## config.mk

```make
export PLATFORM = sky130hd
export DESIGN_NAME = insn_fetch_unit
export DESIGN_NICKNAME = d
export VERILOG_FILES = /design/src/rtl/ifu_pkg.sv /design/src/rtl/ifu_slot_split.sv /design/src/rtl/ifu_fetch_ctl.sv /design/src/rtl/ifu_bundle_reg.sv /design/src/rtl/insn_fetch_unit.sv
export SDC_FILE = /design/constraint.sdc
export NUM_CORES = 1
export LEC_CHECK = 0
export BUFFER_PORTS_ARGS = -buffer_cell sky130_fd_sc_hd__buf_2
export CORE_AREA = 4 4 154 156
export DETAILED_ROUTE_END_ITERATION = 10
export DIE_AREA = 0 0 158 160
export PLACE_DENSITY = 0.56
export SLEW_MARGIN = 10
export SYNTH_ARGS = -nofsm -noshare
export SYNTH_HDL_FRONTEND = slang
export SYNTH_SLANG_ARGS = --single-unit
```

## constraint.sdc

```tcl
create_clock -name clk -period 3.3 [get_ports clk]
set_clock_uncertainty 0.05 [all_clocks]
set_input_delay 0.495 -clock clk [delete_from_list [all_inputs] [get_ports clk]]
set_output_delay 0.495 -clock clk [all_outputs]
set_load 0.05 [all_outputs]
```

## src/rtl/ifu_pkg.sv

```systemverilog
// Shared definitions for the instruction fetch unit.
// Assumes 64-bit slots with the opcode in the low byte.
package ifu_pkg;

    localparam int SLOT_W = 64;
    localparam logic [7:0] WIDE_LOAD_OP = 8'h18;
    localparam logic [2:0] MODE_RSV_LO  = 3'd4;
    localparam logic [2:0] MODE_RSV_HI  = 3'd5;

    typedef struct packed {
        logic [7:0]  opcode;
        logic [3:0]  dst;
        logic [3:0]  src;
        logic [15:0] off;
        logic [63:0] imm;
        logic [1:0]  size_log2;
        logic [2:0]  mode;
    } ifu_bundle_t;

    // Map the two-bit size field to log2 of the byte count.
    function automatic logic [1:0] size_field_to_log2(input logic [1:0] f);
        case (f)
            2'd0:    return 2'd2;
            2'd1:    return 2'd1;
            2'd2:    return 2'd0;
            default: return 2'd3;
        endcase
    endfunction

endpackage

```

## src/rtl/ifu_slot_split.sv

```systemverilog
// Splits one raw program slot into its fields and classifies it.
// Purely combinational. Assumes the slot word is valid whenever it is used.
module ifu_slot_split
    import ifu_pkg::*;
(
    input  logic [SLOT_W-1:0] slot_word,
    output logic [7:0]        opcode,
    output logic [3:0]        dst,
    output logic [3:0]        src,
    output logic [15:0]       off,
    output logic [31:0]       imm32,
    output logic              is_wide,
    output logic              mode_reserved,
    output logic [1:0]        size_log2,
    output logic [2:0]        mode
);

    logic is_mem_class;

    // Field extraction at fixed bit positions.
    assign opcode = slot_word[7:0];
    assign dst    = slot_word[11:8];
    assign src    = slot_word[15:12];
    assign off    = slot_word[31:16];
    assign imm32  = slot_word[63:32];

    // Load/store classes have class bit 2 clear.
    assign is_mem_class = ~opcode[2];
    assign is_wide      = (opcode == WIDE_LOAD_OP);

    // Size and mode are meaningful only for load/store classes.
    always_comb begin
        if (is_mem_class) begin
            size_log2 = size_field_to_log2(opcode[4:3]);
            mode      = opcode[7:5];
        end else begin
            size_log2 = 2'd0;
            mode      = 3'd0;
        end
    end

    assign mode_reserved = is_mem_class &&
                           (opcode[7:5] == MODE_RSV_LO || opcode[7:5] == MODE_RSV_HI);

endmodule

```

## src/rtl/ifu_fetch_ctl.sv

```systemverilog
// Program counter, pairing of wide slots, and fault detection.
// Handles one slot per cycle while the output register can take a bundle.
// Assumes mem_rdata reflects pc in the same cycle.
module ifu_fetch_ctl
    import ifu_pkg::*;
#(
    parameter int PROG_SLOTS = 4096,
    parameter int PC_W       = $clog2(PROG_SLOTS) + 1
) (
    input  logic              clk,
    input  logic              rst_n,
    input  logic              can_load,
    input  logic [7:0]        opcode,
    input  logic [3:0]        dst,
    input  logic [3:0]        src,
    input  logic [15:0]       off,
    input  logic [31:0]       imm32,
    input  logic              is_wide,
    input  logic              mode_reserved,
    input  logic [1:0]        size_log2,
    input  logic [2:0]        mode,
    output logic [PC_W-1:0]   pc,
    output logic              load_en,
    output ifu_bundle_t       bundle,
    output logic              halted
);

    localparam logic [PC_W-1:0] LAST_PC = PC_W'(PROG_SLOTS - 1);
    localparam logic [PC_W-1:0] END_PC  = PC_W'(PROG_SLOTS);

    typedef enum logic [1:0] {ACT_WAIT, ACT_EMIT, ACT_PAIR, ACT_FAULT} act_t;

    act_t        act;
    logic        second;
    logic [7:0]  hold_op;
    logic [3:0]  hold_dst;
    logic [3:0]  hold_src;
    logic [15:0] hold_off;
    logic [31:0] hold_lo;

    // Choose this cycle's action from the phase and the slot contents.
    always_comb begin
        act = ACT_WAIT;
        if (!halted && can_load) begin
            if (!second) begin
                if (pc >= END_PC)        act = ACT_FAULT;
                else if (is_wide)        act = (pc == LAST_PC) ? ACT_FAULT : ACT_PAIR;
                else if (mode_reserved)  act = ACT_FAULT;
                else                     act = ACT_EMIT;
            end else begin
                act = (opcode == 8'h00) ? ACT_EMIT : ACT_FAULT;
            end
        end
    end

    // Build the bundle, either from one slot or from the held half plus this slot.
    always_comb begin
        if (second) begin
            bundle.opcode    = hold_op;
            bundle.dst       = hold_dst;
            bundle.src       = hold_src;
            bundle.off       = hold_off;
            bundle.imm       = {imm32, hold_lo};
            bundle.size_log2 = 2'd3;
            bundle.mode      = 3'd0;
        end else begin
            bundle.opcode    = opcode;
            bundle.dst       = dst;
            bundle.src       = src;
            bundle.off       = off;
            bundle.imm       = {{32{imm32[31]}}, imm32};
            bundle.size_log2 = size_log2;
            bundle.mode      = mode;
        end
    end

    assign load_en = (act == ACT_EMIT);

    // Advance the counter, track the pair phase, and latch the fault.
    always_ff @(posedge clk) begin
        if (!rst_n) begin
            pc       <= '0;
            second   <= 1'b0;
            halted   <= 1'b0;
            hold_op  <= '0;
            hold_dst <= '0;
            hold_src <= '0;
            hold_off <= '0;
            hold_lo  <= '0;
        end else begin
            case (act)
                ACT_EMIT: begin
                    pc     <= pc + 1'b1;
                    second <= 1'b0;
                end
                ACT_PAIR: begin
                    pc       <= pc + 1'b1;
                    second   <= 1'b1;
                    hold_op  <= opcode;
                    hold_dst <= dst;
                    hold_src <= src;
                    hold_off <= off;
                    hold_lo  <= imm32;
                end
                ACT_FAULT: halted <= 1'b1;
                default: ;
            endcase
        end
    end


    halt_sticky_chk: assert property (@(posedge clk) disable iff (!rst_n)
        halted |=> halted);


    pc_step_chk: assert property (@(posedge clk) disable iff (!rst_n)
        !halted |=> (pc == $past(pc) || pc == $past(pc) + 1'b1));


    pair_in_range_chk: assert property (@(posedge clk) disable iff (!rst_n)
        second |-> (pc < END_PC));

endmodule

```

## src/rtl/ifu_bundle_reg.sv

```systemverilog
// Output register of the valid/ready handshake toward execution.
// Holds the bundle while the consumer stalls. Assumes load_en is raised
// only when can_load is high.
module ifu_bundle_reg
    import ifu_pkg::*;
(
    input  logic        clk,
    input  logic        rst_n,
    input  logic        load_en,
    input  ifu_bundle_t bundle_in,
    input  logic        out_ready,
    output logic        out_valid,
    output ifu_bundle_t bundle_q,
    output logic        can_load
);

    assign can_load = !out_valid || out_ready;

    // Load a new bundle, or drop valid once the held one is taken.
    always_ff @(posedge clk) begin
        if (!rst_n) begin
            out_valid <= 1'b0;
            bundle_q  <= '0;
        end else if (load_en) begin
            out_valid <= 1'b1;
            bundle_q  <= bundle_in;
        end else if (out_ready) begin
            out_valid <= 1'b0;
        end
    end


    hold_stable_chk: assert property (@(posedge clk) disable iff (!rst_n)
        (out_valid && !out_ready) |=> (out_valid && $stable(bundle_q)));

endmodule

```

## src/rtl/insn_fetch_unit.sv

```systemverilog
// Instruction fetch with wide-immediate merge.
// Reads one slot per cycle, joins the two slots of the wide load, and
// presents decoded bundles through valid/ready. Stops on a fault.
// Assumes a program memory with a combinational read.
module insn_fetch_unit
    import ifu_pkg::*;
#(
    parameter int PROG_SLOTS = 4096,
    localparam int ADDR_W    = $clog2(PROG_SLOTS),
    localparam int PC_W      = ADDR_W + 1
) (
    input  logic              clk,
    input  logic              rst_n,
    output logic [ADDR_W-1:0] mem_addr,
    input  logic [63:0]       mem_rdata,
    output logic              out_valid,
    input  logic              out_ready,
    output logic [7:0]        out_opcode,
    output logic [3:0]        out_dst,
    output logic [3:0]        out_src,
    output logic [15:0]       out_off,
    output logic [63:0]       out_imm,
    output logic [1:0]        out_size_log2,
    output logic [2:0]        out_mode,
    output logic              illegal
);

    logic [7:0]  s_opcode;
    logic [3:0]  s_dst;
    logic [3:0]  s_src;
    logic [15:0] s_off;
    logic [31:0] s_imm32;
    logic        s_wide;
    logic        s_rsv;
    logic [1:0]  s_size;
    logic [2:0]  s_mode;

    logic [PC_W-1:0] pc;
    logic            load_en;
    logic            can_load;
    ifu_bundle_t     next_bundle;
    ifu_bundle_t     held_bundle;

    ifu_slot_split u_split (
        .slot_word     (mem_rdata),
        .opcode        (s_opcode),
        .dst           (s_dst),
        .src           (s_src),
        .off           (s_off),
        .imm32         (s_imm32),
        .is_wide       (s_wide),
        .mode_reserved (s_rsv),
        .size_log2     (s_size),
        .mode          (s_mode)
    );

    ifu_fetch_ctl #(.PROG_SLOTS(PROG_SLOTS), .PC_W(PC_W)) u_ctl (
        .clk           (clk),
        .rst_n         (rst_n),
        .can_load      (can_load),
        .opcode        (s_opcode),
        .dst           (s_dst),
        .src           (s_src),
        .off           (s_off),
        .imm32         (s_imm32),
        .is_wide       (s_wide),
        .mode_reserved (s_rsv),
        .size_log2     (s_size),
        .mode          (s_mode),
        .pc            (pc),
        .load_en       (load_en),
        .bundle        (next_bundle),
        .halted        (illegal)
    );

    ifu_bundle_reg u_out (
        .clk       (clk),
        .rst_n     (rst_n),
        .load_en   (load_en),
        .bundle_in (next_bundle),
        .out_ready (out_ready),
        .out_valid (out_valid),
        .bundle_q  (held_bundle),
        .can_load  (can_load)
    );

    // Memory address is the counter truncated to the slot index width.
    assign mem_addr      = pc[ADDR_W-1:0];
    assign out_opcode    = held_bundle.opcode;
    assign out_dst       = held_bundle.dst;
    assign out_src       = held_bundle.src;
    assign out_off       = held_bundle.off;
    assign out_imm       = held_bundle.imm;
    assign out_size_log2 = held_bundle.size_log2;
    assign out_mode      = held_bundle.mode;


    valid_after_fault_chk: assert property (@(posedge clk) disable iff (!rst_n)
        illegal |-> !out_valid);


    reserved_mode_out_chk: assert property (@(posedge clk) disable iff (!rst_n)
        (out_valid && !out_opcode[2]) |-> (out_mode != 3'd4 && out_mode != 3'd5));

endmodule

```

==> results.json, run 1 <==
{
  "status": "completed",
  "met2_usage": 0.2535,
  "portBuffers": 181,
  "rsz0062_at_grt": "false",
  "fillers": 2282,
  "ir_worst_vdd_mv": 0.2534,
  "synth.largest_area_cell": "dfxtp_1",
  "synthCells": 839,
  "worstRegToRegCells": 8,
  "tightest_slew_ns": 1.096,
  "start_util": 0.3265,
  "p_clk_frac": 0.380,
  "synthMuxAreaShare": 0.08772,
  "synth-simple-area-share": 0.1830,
  "rrSetupSlack_ns": 0.44,
  "syn-num-nets": 910,
  "synth_fa_ha_area_frac": 0.006853,
  "clk_latency_ns": 0.43,
  "p_comb_frac": 0.200,
  "rr_startpoint": "u_ctl.pc[1]",
  "synth.area.top_cells": "dfxtp_1 (50%), a211oi_1 (9.8%), mux2i_1 (8.8%)",
  "core_um2": 22370,
  "ys_top_cells_by_count": "dfxtp_1 (181), nand2_1 (126), nor2_1 (110)",
  "hold_viol": 0,
  "placedInstanceArea_um2": 8342,
  "cts-root-buf": "clkbuf_16",
  "drcViolationCount": 0,
  "synth_compound_area_frac": 0.1653,
  "n_antenna_cell": 0,
  "totalWireLength_um": 19630,
  "gp_congestion": 0.7840,
  "cp.required_ns": 3.59,
  "synth-edff-count": 0,
  "p_per_area_nw_per_um2": 643.0,
  "die_area_um2": 25280,
  "grt_max_degree": 83,
  "setup-tns-final_ns": 0,
  "min-delay-start": "mem_rdata[24]",
  "grt_pass1_wl_um": 31640,
  "antenna_found_initial": 0,
  "worstSetupPathType": "reg -> reg",
  "syn2layout_area_growth_pct": 22.89,
  "synthArstFlopShare": 0,
  "synth_top_family_by_area": "simple AND/OR/NAND/NOR gates",
  "synth_xor_area_frac": 0.002398,
  "ant_nets": 0,
  "grt_overflow_total": 0,
  "cp-start-kind": "flop",
  "grt_usage": 0.1548,
  "fin_crit_ns": 2.859,
  "drt_pass1_iterations": 4,
  "min_path_type": "in -> reg",
  "cp.arrival_ns": 3.15,
  "grt_pass1_vias": 5838,
  "yosys.area.top_type_share": 0.4961,
  "crit_path_end_kind": "flop",
  "syn_area_um2": 7303,
  "power.switching_mw": 1.850,
  "pwr-share-seq": 0.420,
  "p_sw_frac": 0.3206,
  "placementRows": 55,
  "io_pins": 182,
  "maxCapViolations": 0,
  "max_freq_mhz": 349.8,
  "synth-seq-cells": 181,
  "ys_types": 35,
  "leakage_nw": 3.590,
  "layout.nets": 1040,
  "r2r-end": "u_out.bundle_q[10]",
  "relSlewSlack": 0.2692,
  "grtUsageMet3": 0.03252,
  "cp_max_fo": 32,
  "die_x_um": 158,
  "die_h_um": 160,
  "multi_input_area_um2": 3269,
  "ff_latch_area_um2": 3627,
  "h-tree-depth": 4,
  "cts_buffers": 17,
  "place_hpwl_um": 12910,
  "ctsHoldBuffers": 0,
  "synth.most_common_cell": "dfxtp_1",
  "slew_violations": 0,
  "grt.busiest_layer": "met2",
  "synth-main-ff-cell": "dfxtp_1",
  "route.vias.total": 6251,
  "drt_iter0_markers": 284,
  "intPower_mw": 3.921,
  "layout_worst_path_cycle_share": 0.8662,
  "yosysSeqAreaShare": 0.4961,
  "use_met1": 0.2008,
  "viasPerCell": 4.934,
  "cts_setup_buffers": 0,
  "clk_pin_slew_ns": 0.07,
  "min_to": "u_ctl.hold_off[8]",
  "cts_resized": 0,
  "cts_sinks": 181,
  "avgRoutedWirePerCell_um": 15.50,
  "drive_gt1_frac": 0.2434,
  "syn_avg_cell_area_um2": 8.705,
  "design_area_um2": 8975,
  "ys.warnings.count": 0,
  "clk_path_buf_depth": 2,
  "finalSetupViolations": 0,
  "tritoncts": "done",
  "min_path_cells": 3
}
-- power by group through the flow --
stage	clock, mW	sequential (mW)	combinational (mW)
finish	2.19	2.42	1.15
global route	2.35	2.44	1.24
floorplan	0	2.93	0.392
CTS	2.27	2.42	1.17
global placement	0	2.47	1.16
detailed placement	0	2.47	1.17
-- stage by stage --
step / std cells / total power, mW / hold WS [ns] / utilization / setup slack [ns]
after global placement: 1235 / 3.632 / 0.3910 / 0.3730 / 0.4633
final: 1267 / 5.770 / 0.2565 / 0.4013 / 0.4415
after detailed placement: 1235 / 3.641 / 0.3963 / 0.3730 / 0.4158
after CTS: 1267 / 5.866 / 0.2334 / 0.4013 / 0.4205
after floorplan: 839 / 3.322 / 0.3860 / - / 0.9838
after global routing: 1267 / 6.032 / 0.2496 / 0.4013 / 0.2145
-- kinds of logic (layout without fill, tap and decap cells) --
group	count (synthesis)	in the layout
AOI/OAI and AO/OA	184	184
xor gates and xnor gates	2	2
adders and majority gates	4	4
buffers and inverters	90	233
DFF	181	181
muxes	64	64
and+or+nand+nor	314	314
-- per-layer routing --
layer | wire length, um | up-vias | part of all wire
li1 | - | 3179 | -
met1 | 8938 | 2934 | 0.46
met2 | 9522 | 112 | 0.48
met3 | 754 | 26 | 0.038
met4 | 418 | 0 | 0.021
met5 | 0 | - | 0
-- critical path, cell delays in order, from the launching register on --
cell,delay [ns]
dfxtp_1,0.49
ha_1,0.26
nand2_1,0.07
or4_4,0.46
a41oi_4,0.36
and2_4,0.44
buf_4,0.32
nor2_1,0.06
a211oi_1,0.23
-- registers in the layout, indices dropped and copies added, names as in the netlist --
register	flops
u_out.bundle_q	101
u_ctl.hold_lo	32
u_ctl.hold_off	16
u_ctl.pc	13
u_ctl.hold_op	8
u_ctl.hold_dst	4
u_ctl.hold_src	4
u_ctl.halted	1
u_ctl.second	1
u_out.out_valid	1
-- how the worst max path moves through the flow --
stage,end,slack [ns],from
2_1_floorplan,u_ctl.hold_lo[13],0.98,mem_rdata[2]
3_3_place_gp,u_out.bundle_q[9],0.46,u_ctl.pc[1]
3_5_place_dp,u_out.bundle_q[17],0.42,mem_rdata[7]
4_1_cts,u_out.bundle_q[22],0.42,u_ctl.pc[1]
5_1_grt,u_out.bundle_q[19],0.21,u_ctl.pc[1]
6_report,u_out.bundle_q[10],0.44,u_ctl.pc[1]
-- final cells by class --
| type | count | share of cell area |
|---|---|---|
| clock buffer | 19 | 0.04935 |
| clock inverter | 13 | 0.02119 |
| inverter | 6 | 0.003067 |
| multi-input combinational | 568 | 0.3643 |
| sequential | 181 | 0.4042 |
| tap | 285 | 0.03973 |
| timing repair buffer | 195 | 0.1182 |
-- layout by cell type (no fill, tap or decap), types with 8 or more instances in the layout --
cell type  Yosys  routed
a211oi_1      95      95
a21oi_1       73      73
buf_2         24     181
buf_4         12      10
clkbuf_16      0      17
dfxtp_1      181     180
mux2i_1       64      64
nand2_1      126     125
nor2_1       110     109
nor3_1        37      37
o21ai_0        8       8
No activity file was read; power rests on OpenSTA's default activity.
==> run 2: changes to the inputs <==
Settings changed: CTS_CLUSTER_DIAMETER from default to 50, PLACE_DENSITY 0.56 to default, PLACE_DENSITY_LB_ADDON from default to 0.2.
==> run 2 against run 1 <==
  * Final cell count unchanged
  * Utilization decreased by 0.23 points
  * Sequential share of layout area increased by 0.23 points
  * Hold slack better by 0.0068 ns
  * Clock power down 6%
  * Critical path depth stayed put
==> results.json, run 2 (synthesis results as in run 1) <==
{
  "grt_pass1_wl_um": 32460,
  "avgRoutedWirePerCell_um": 15.99,
  "max_freq_mhz": 373.5,
  "final_common_cell": "buf_2",
  "ant_nets": 0,
  "rrSetupSlack_ns": 0.62,
  "p_per_area_nw_per_um2": 631.2,
  "hold_viol": 0,
  "cts_setup_buffers": 0,
  "fillers": 2281,
  "drive_gt1_frac": 0.2434,
  "tritoncts": "done",
  "setup-tns-final_ns": 0,
  "drcViolationCount": 0,
  "ir_worst_vdd_mv": 0.3236,
  "clk_latency_ns": 0.42,
  "worstSetupPathType": "reg -> reg",
  "gp_congestion": 0.7196,
  "cp_max_fo": 23,
  "rr_startpoint": "u_ctl.pc[1]",
  "cts_resized": 0,
  "grt_pass1_vias": 5800,
  "portBuffers": 181,
  "cp-start-kind": "flop",
  "die_x_um": 158,
  "h-tree-depth": 4,
  "slew_violations": 0,
  "fin_crit_ns": 2.678,
  "rsz0062_at_grt": "false",
  "route.vias.total": 6134,
  "cts_buffers": 17,
  "crit_path_end_kind": "flop",
  "clk_pin_slew_ns": 0.07,
  "place_hpwl_um": 13190,
  "drt_pass1_iterations": 4,
  "cp.required_ns": 3.61,
  "clk_path_buf_depth": 2,
  "status": "completed",
  "finalNonFillerCells": 1267,
  "drt_iter0_markers": 256,
  "viasPerCell": 4.841,
  "layout_common_cells": "buf_2 (181), dfxtp_1 (180), nand2_1 (125)",
  "grt_max_degree": 84,
  "antenna_found_initial": 0,
  "layout_worst_path_cycle_share": 0.8114,
  "grt_overflow_total": 0,
  "ctsHoldBuffers": 0,
  "finalSetupViolations": 0,
  "tightest_slew_ns": 0.9393,
  "leakage_nw": 3.571,
  "largest_register": "u_out.bundle_q",
  "cp.arrival_ns": 2.98,
  "placementRows": 55,
  "maxCapViolations": 0,
  "relSlewSlack": 0.3724,
  "min_to": "u_ctl.hold_off[4]",
  "grt_usage": 0.1597,
  "min-delay-start": "mem_rdata[20]",
  "min_path_type": "in -> reg",
  "cts_sinks": 181,
  "start_util": 0.3265,
  "largest_reg_flops": 101,
  "worstRegToRegCells": 8,
  "r2r-end": "u_ctl.pc[5]",
  "top_regs": "u_out.bundle_q x101, u_ctl.hold_lo x32, u_ctl.hold_off x16",
  "min_path_cells": 3,
  "die_area_um2": 25280,
  "totalWireLength_um": 20260,
  "syn2layout_area_growth_pct": 22.19,
  "n_antenna_cell": 0,
  "die_h_um": 160,
  "core_um2": 22370,
  "layout.nets": 1040,
  "cts-root-buf": "clkbuf_16",
  "io_pins": 182,
  "place_inst": 1235
}
==> run 2: changes by cell type in the layout (fill, tap and decap cells not counted) <==
cell and delta:
bufinv_16 -2, buf_12 -1, buf_4 +1, inv_8 +1
nor2b_2 -1, clkinv_2 +1, inv_6 -3, clkinv_4 +3
nor2b_4 +1
==> run 2: cell type report <==
cell class / instances / area [um^2] / share of cell area
Multi-Input combinational cell: 568 / 3274 / 0.3669
Tap cell: 285 / 356.6 / 0.03996
Sequential cell: 181 / 3627 / 0.4065
Clock inverter: 13 / 146.4 / 0.01640
Inverter: 6 / 27.53 / 0.003085
Timing Repair Buffer: 195 / 1049 / 0.1175
Clock buffer: 19 / 442.9 / 0.04964
==> run 2: worst max-delay path by stage <==
stage / from / to / slack, ns / depth (start not counted)
finish: u_ctl.pc[1] / u_ctl.pc[5] / 0.62 / 8
global route: u_ctl.pc[1] / u_out.bundle_q[79] / 0.40 / 8
CTS: u_ctl.pc[1] / u_ctl.pc[5] / 0.60 / 8
detailed placement: u_ctl.pc[1] / u_ctl.pc[5] / 0.62 / 8
global placement: u_ctl.pc[1] / u_ctl.pc[5] / 0.62 / 8
floorplan: mem_rdata[2] / u_ctl.hold_lo[13] / 0.98 / 8
==> run 2: routing by layer <==
metal  wire [um]  share of wire  up-vias  global-route usage
met4         167         0.0082        0             0.03839
met3         891          0.044       11             0.03902
li1            -              -     3178                   -
met2        9555           0.47      111              0.2554
met5           0              0        -                   0
met1        9643           0.48     2834              0.2175
==> run 2: power breakdown <==
part	internal [mW]	total [mW]	leakage, nW	switching, mW
sequential	2.33	2.42	1.49	0.0877
clock	1.15	2.06	0.290	0.908
combinational	0.282	1.15	1.79	0.872
total	3.77	5.63	3.57	1.87
==> run 2: critical path: stages, from the launching register on <==
cell and delay [ns]:
dfxtp_1 0.50, ha_1 0.26, nand2_1 0.06, or4_4 0.46
a41oi_4 0.36, xnor2_1 0.10, buf_4 0.20, or4_1 0.47
a21oi_1 0.14
==> run 2: metrics by stage <==
stage / setup WS [ns] / util / cell area [um^2] / total power [mW] / hold WS (ns)
finish: 0.6223 / 0.3990 / 8924 / 5.633 / 0.2633
global route: 0.4038 / 0.3990 / 8924 / 5.896 / 0.2470
CTS: 0.6027 / 0.3990 / 8924 / 5.716 / 0.2398
detailed placement: 0.6160 / 0.3726 / 8334 / 3.638 / 0.3977
global placement: 0.6231 / 0.3726 / 8334 / 3.633 / 0.3910
floorplan: 0.9838 / - / 7303 / 3.322 / 0.3860
